`src/rtl/kp_pkg.sv`:
```
package kp_pkg;
  typedef enum logic { KP_IDLE = 1'b0, KP_HELD = 1'b1 } kp_state_t;

  // key number: rows are laid out one after another, each holding cols keys
  function automatic int key_index(input int row, input int col, input int cols);
    return row * cols + col;
  endfunction
endpackage

```
`src/rtl/kp_prescale.sv`:
```
module kp_prescale #(
  parameter int DIV = 4
) (
  input  logic clk,
  input  logic rst_n,
  output logic tick
);
  localparam int W = (DIV > 1) ? $clog2(DIV) : 1;
  logic [W-1:0] cnt;

  assign tick = (cnt == W'(DIV - 1));

  always_ff @(posedge clk or negedge rst_n) begin
    if (!rst_n)    cnt <= '0;
    else if (tick) cnt <= '0;
    else           cnt <= cnt + 1'b1;
  end
endmodule

```
`src/rtl/kp_colscan.sv`:
```
module kp_colscan #(
  parameter int COLS = 5,
  localparam int IW = (COLS > 1) ? $clog2(COLS) : 1
) (
  input  logic            clk,
  input  logic            rst_n,
  input  logic            tick,
  output logic [IW-1:0]   col_idx,
  output logic [COLS-1:0] col_drive,
  output logic            pass_end
);
  assign pass_end = tick && (col_idx == IW'(COLS - 1));

  always_ff @(posedge clk or negedge rst_n) begin
    if (!rst_n)        col_idx <= '0;
    else if (pass_end) col_idx <= '0;
    else if (tick)     col_idx <= col_idx + 1'b1;
  end

  for (genvar i = 0; i < COLS; i++) begin : g_drv
    assign col_drive[i] = (col_idx == IW'(i));
  end
endmodule

```
`src/rtl/kp_debounce.sv`:
```
module kp_debounce
  import kp_pkg::*;
#(
  parameter int ROWS     = 4,
  parameter int COLS     = 5,
  parameter int DEBOUNCE = 4,
  parameter int CW       = 5,
  localparam int IW = (COLS > 1) ? $clog2(COLS) : 1,
  localparam int RW = (ROWS > 1) ? $clog2(ROWS) : 1,
  localparam int NW = $clog2(DEBOUNCE + 1)
) (
  input  logic            clk,
  input  logic            rst_n,
  input  logic            tick,
  input  logic            pass_end,
  input  logic [IW-1:0]   col_idx,
  input  logic [ROWS-1:0] row_sense,
  output logic            data_avail,
  output logic [CW-1:0]   held_code
);
  kp_state_t     state;
  logic [NW-1:0] cnt, nxt_cnt;
  logic [CW-1:0] cand, first_code, cur_code, pass_code;
  logic [RW-1:0] cur_row;
  logic          seen, cur_hit, pass_any;

  // lowest closed row on the column being driven
  always_comb begin
    cur_row = '0;
    for (int r = ROWS - 1; r >= 0; r--)
      if (row_sense[r]) cur_row = RW'(r);
  end
  assign cur_hit  = |row_sense;
  assign cur_code = CW'(key_index(int'(cur_row), int'(col_idx), COLS));

  // result of the pass that ends on this tick, including this sample
  assign pass_any  = seen || (tick && cur_hit);
  assign pass_code = seen ? first_code : cur_code;
  assign nxt_cnt   = (cnt != '0 && pass_code == cand) ? cnt + 1'b1 : NW'(1);

  always_ff @(posedge clk or negedge rst_n) begin
    if (!rst_n) begin
      seen       <= 1'b0;
      first_code <= '0;
    end else if (pass_end) begin
      seen <= 1'b0;
    end else if (tick && cur_hit && !seen) begin
      seen       <= 1'b1;
      first_code <= cur_code;
    end
  end

  always_ff @(posedge clk or negedge rst_n) begin
    if (!rst_n) begin
      state      <= KP_IDLE;
      cnt        <= '0;
      cand       <= '0;
      held_code  <= '0;
      data_avail <= 1'b0;
    end else if (pass_end) begin
      case (state)
        KP_IDLE: begin
          if (!pass_any) begin
            cnt <= '0;
          end else if (nxt_cnt == NW'(DEBOUNCE)) begin
            held_code  <= pass_code;
            data_avail <= 1'b1;
            state      <= KP_HELD;
            cnt        <= '0;
          end else begin
            cand <= pass_code;
            cnt  <= nxt_cnt;
          end
        end
        default: begin
          if (pass_any) begin
            cnt <= '0;
          end else if (cnt == NW'(DEBOUNCE - 1)) begin
            data_avail <= 1'b0;
            state      <= KP_IDLE;
            cnt        <= '0;
          end else begin
            cnt <= cnt + 1'b1;
          end
        end
      endcase
    end
  end
endmodule

```
`src/rtl/keypad_scan_enc.sv`:
```
module keypad_scan_enc #(
  parameter int ROWS     = 4,
  parameter int COLS     = 5,
  parameter int PRESCALE = 4,
  parameter int DEBOUNCE = 4,
  localparam int CW = $clog2(ROWS * COLS),
  localparam int IW = (COLS > 1) ? $clog2(COLS) : 1
) (
  input  logic            clk,
  input  logic            rst_n,
  input  logic [ROWS-1:0] row_sense,
  output logic [COLS-1:0] col_drive,
  input  logic            oe_n,
  output logic [CW-1:0]   key_code,
  output logic            code_valid,
  output logic            data_avail
);
  logic          scan_tick;
  logic          pass_end;
  logic [IW-1:0] col_idx;
  logic [CW-1:0] held_code;

  kp_prescale #(.DIV(PRESCALE)) u_pre (
    .clk(clk), .rst_n(rst_n), .tick(scan_tick)
  );

  kp_colscan #(.COLS(COLS)) u_col (
    .clk(clk), .rst_n(rst_n), .tick(scan_tick),
    .col_idx(col_idx), .col_drive(col_drive), .pass_end(pass_end)
  );

  kp_debounce #(.ROWS(ROWS), .COLS(COLS), .DEBOUNCE(DEBOUNCE), .CW(CW)) u_deb (
    .clk(clk), .rst_n(rst_n), .tick(scan_tick), .pass_end(pass_end),
    .col_idx(col_idx), .row_sense(row_sense),
    .data_avail(data_avail), .held_code(held_code)
  );

  assign code_valid = ~oe_n;
  assign key_code   = oe_n ? '0 : held_code;
endmodule

```
`config.mk`:
```
export PLATFORM = sky130hd
export DESIGN_NAME = keypad_scan_enc
export DESIGN_NICKNAME = d
export VERILOG_FILES = /design/src/rtl/kp_pkg.sv /design/src/rtl/kp_prescale.sv /design/src/rtl/kp_colscan.sv /design/src/rtl/kp_debounce.sv /design/src/rtl/keypad_scan_enc.sv
export SDC_FILE = /design/constraint.sdc
export NUM_CORES = 1
export LEC_CHECK = 0
export BUFFER_PORTS_ARGS = -buffer_cell sky130_fd_sc_hd__buf_2
export CORE_MARGIN = 4
export CORE_UTILIZATION = 44
export DETAILED_ROUTE_END_ITERATION = 12
export GPL_TIMING_DRIVEN = 0
export REMOVE_ABC_BUFFERS = 1
export SYNTH_ARGS = -nofsm -noshare
export SYNTH_HDL_FRONTEND = slang
export SYNTH_SLANG_ARGS = --single-unit
```
`constraint.sdc`:
```
create_clock -name clk -period 8.8 [get_ports clk]
set_input_delay 0.88 -clock clk [delete_from_list [all_inputs] [get_ports clk]]
set_output_delay 0.88 -clock clk [all_outputs]
set_load 0.01 [all_outputs]
```
==> impl_results.md <==
- Setup Fix Bufs, Post-CTS: 0
- Die X: a little over 70 um
- Fmax: approximately 250 MHz
- Final hold violation count: 0
- Tcrit/Tclk final: 0.452
- Area grow syn2layout: 11.1%
- CP most frequent cell: ha_1
- Arrival time worst endpoint: around 4100 ps
- GP Congestion: just over 0.8
- Chip height: a little over 70 um
- Hold WC Path Type: reg -> reg
- First-pass GRT wire length: ~5600 um
- Nets: 208
- Post-synth cell types: 43
- Initial Util: 0.467
- DR vias/cell: between 5 and 6
- Max FO, Critical Path: 9
- Clk sinks: 26
- Detail Route Antenna Nets: 0
- H-Tree Depth: 1
- Hold_buf cts: 0
- I/O pins: 19
- Share of layout cells above drive strength 1: 0.254
- R2R Path End: u_deb.cand[3]
- Vias in the first global route: between 1000 and 1500
- TNS Setup: 0 ps
- Initial drt markers: 84
- Yosys reg bits: 26
- Worst Setup End Kind: flip-flop
- Final wirelength: about 3200 um
- Top delay family on crit path: compound AO/OA/AOI/OAI gates
- Die area: roughly 5000 sq um
- Worst path bufs/invs: 1
- Post-DP HPWL: 2490 um
- Slowest stage cell on the critical path: o31ai_2
- GR Overflow Total: 0
- Clock buffer depth: 2
- CP peak stage delay: roughly 460 ps
- Post-route cell area: around 2000 sq um
- Worst Path Required: about 9000 ps
- Area of the multi-input gates: between 1000 and 1500 sq um
- Max-cap violations: 0
- Cts repair resizes: 0
- Worst rel slew slack: 0.461
- Outcome: finished, final reports clean
- Fin util: 0.519
- Row Count: 22
- Final Setup Violations: 0
- CTS clk-pin slew, worst paths: ~90 ps
- Area taken by flip-flops and latches: roughly 650 sq um
- Unrepaired setup endpoints after global routing: no
- Largest net degree at the start of global routing: 27
- Avg Synthesized Cell Area: ~10 sq um
- Yosys warns: 0
- RR Startpoint: u_col.col_idx[0]
- Filler cells: roughly 370
- VDD IR-drop max: 0.122 mV
- Final hold slack: 432 ps
- Synthesized area: between 1500 and 2000 sq um
- Drc violations: 0
- Cell Chain, Critical Path: buf_2 -> nor3_1 -> ha_1 -> ha_1 -> fa_1 -> xor2_1 -> or2_2 -> a221oi_1 -> o2111ai_2 -> o31ai_2 -> mux2_2
- Leakage: between 0.9 and 1 nW
- Critical path type: in -> reg
- CTS tree: yes
- Skew-Pair Late Insertion Delay: roughly 270 ps
- Hold depth: 1
- Total track usage: 0.137
- DRT Pass-1 Iters: 4
- R2R Setup Slk: between 5000 and 6000 ps
- Hold EP: u_pre.cnt[0]
- Core area: roughly 3700 sq um
- Root Driver: clkbuf_8
- Gate Count Post-Synth: between 150 and 200
- CP Launch Type: input pin
- Placed Cells: about 230
- Post-placement cell area: approximately 1900 sq um
- Final Max Slew Viols: 0
- WL per Instance: ~14 um
- Final clock skew: ~2.1 ps
- CTS Buf Count: 3
- FF-to-FF path depth: 10
- Final min period: slightly below 4000 ps
- Ant diodes: 0
- IO buf count: 18
- Finished Layout Cells: roughly 230
- Pwr Density: about 120 nW/um^2
- Routed vias: 1283
- Hold Startpoint: u_pre.cnt[0]
- Slew @ Worst Pin: 807 ps
- Sequential share of the synthesized area: 0.372
- Initial antenna violation count: 0
==> final cells by class <==
type                       instances  share of cell area
clock buffer                       3              0.0212
clock inverter                     1              0.0155
inverter                          12              0.0232
multi-input combinational        125               0.528
sequential                        26               0.335
tap                               48              0.0309
timing repair buffer              18              0.0464
==> stage by stage <==
step	power (mW)	setup WS (ps)
after floorplan	0.138	5010
after detailed placement	0.146	4510
after global routing	0.255	4650
after CTS	0.246	4800
final	0.242	4820
after global placement	0.145	4540
==> synthesized netlist by cell type <==
library cell	count	area [sq um]
a21oi_1	4	20.0
a221oi_1	2	17.5
nand2b_1	2	12.5
o21ai_0	5	25.0
o2111ai_2	1	15.0
buf_6	1	11.3
ha_1	14	175
inv_1	12	45.0
o21bai_1	1	7.51
nand2_1	8	30.0
mux2i_1	2	20.0
o31ai_2	1	12.5
nor2_1	10	37.5
xor2_1	5	43.8
fa_1	1	20.0
o21a_1	1	7.51
a31oi_1	1	6.26
mux2_2	16	180
nor4_1	1	6.26
clkbuf_1	3	11.3
or2_2	1	6.26
and3_1	2	12.5
or4_1	1	7.51
a21oi_2	1	8.76
dfrtp_1	26	651
nand3_1	3	15.0
nand4b_1	1	8.76
nor3_1	8	40.0
o31ai_1	1	7.51
mux2_4	1	15.0
nor4_4	3	63.8
or4_4	1	11.3
nor2b_1	9	56.3
or3_1	3	18.8
buf_2	1	5.00
a21o_1	2	15.0
xnor2_1	2	17.5
nor3b_1	1	7.51
nor4b_1	3	26.3
a211o_1	1	8.76
o31a_1	1	8.76
nand3b_1	2	15.0
o22ai_1	3	18.8
==> placed cells by master, fill, tap and decap left out, types with 5 or more instances in the layout <==
cell type  instances
nor3_1             8
mux2_2            16
xor2_1             5
dfrtp_1           26
o21ai_0            5
nand2_1            8
buf_2             18
nor2_1            10
ha_1              14
inv_1             12
nor2b_1            9
==> registers in the layout (all words and copies together) (netlist names) <==
register          cells
u_col.col_idx         3
u_deb.cand            5
u_deb.cnt             3
u_deb.data_avail      1
u_deb.first_code      5
u_deb.held_code       5
u_deb.seen            1
u_deb.state           1
u_pre.cnt             2
==> power by group <==
group	total, mW	internal [mW]	switching [mW]
Combinational	0.0206	0.00860	0.0120
Clock	0.0988	0.0608	0.0380
Sequential	0.122	0.121	0.00122
==> how the worst max path moves through the flow <==
| stage | startpoint | end | slack, ps | depth (start not counted) |
|---|---|---|---|---|
| floorplan | row_sense[1] | u_deb.cand[1] | 5010 | 10 |
| global placement | row_sense[0] | u_deb.cand[4] | 4540 | 11 |
| detailed placement | row_sense[0] | u_deb.cand[3] | 4510 | 11 |
| CTS | row_sense[0] | u_deb.cand[3] | 4800 | 11 |
| global route | row_sense[0] | u_deb.cand[3] | 4650 | 11 |
| finish | row_sense[0] | u_deb.cand[3] | 4820 | 11 |
==> cells by family after synthesis <==
| family | after synthesis | share of synthesized area |
|---|---|---|
| AOI/OAI and AO/OA | 25 | 0.102 |
| xor gates and xnor gates | 7 | 0.0351 |
| adders and majority gates | 15 | 0.112 |
| buffers and inverters | 17 | 0.0415 |
| DFF | 26 | 0.372 |
| muxes | 19 | 0.123 |
| and+or+nand+nor | 59 | 0.215 |
==> routing by layer <==
metal / vias up / global-route usage / part of all wire
met5: - / 0 / 0
met4: 0 / 0.0376 / 0.010
met3: 4 / 0.0384 / 0.033
met2: 17 / 0.232 / 0.50
met1: 631 / 0.171 / 0.46
li1: 631 / - / -
Power figures use the tool's default switching activity.
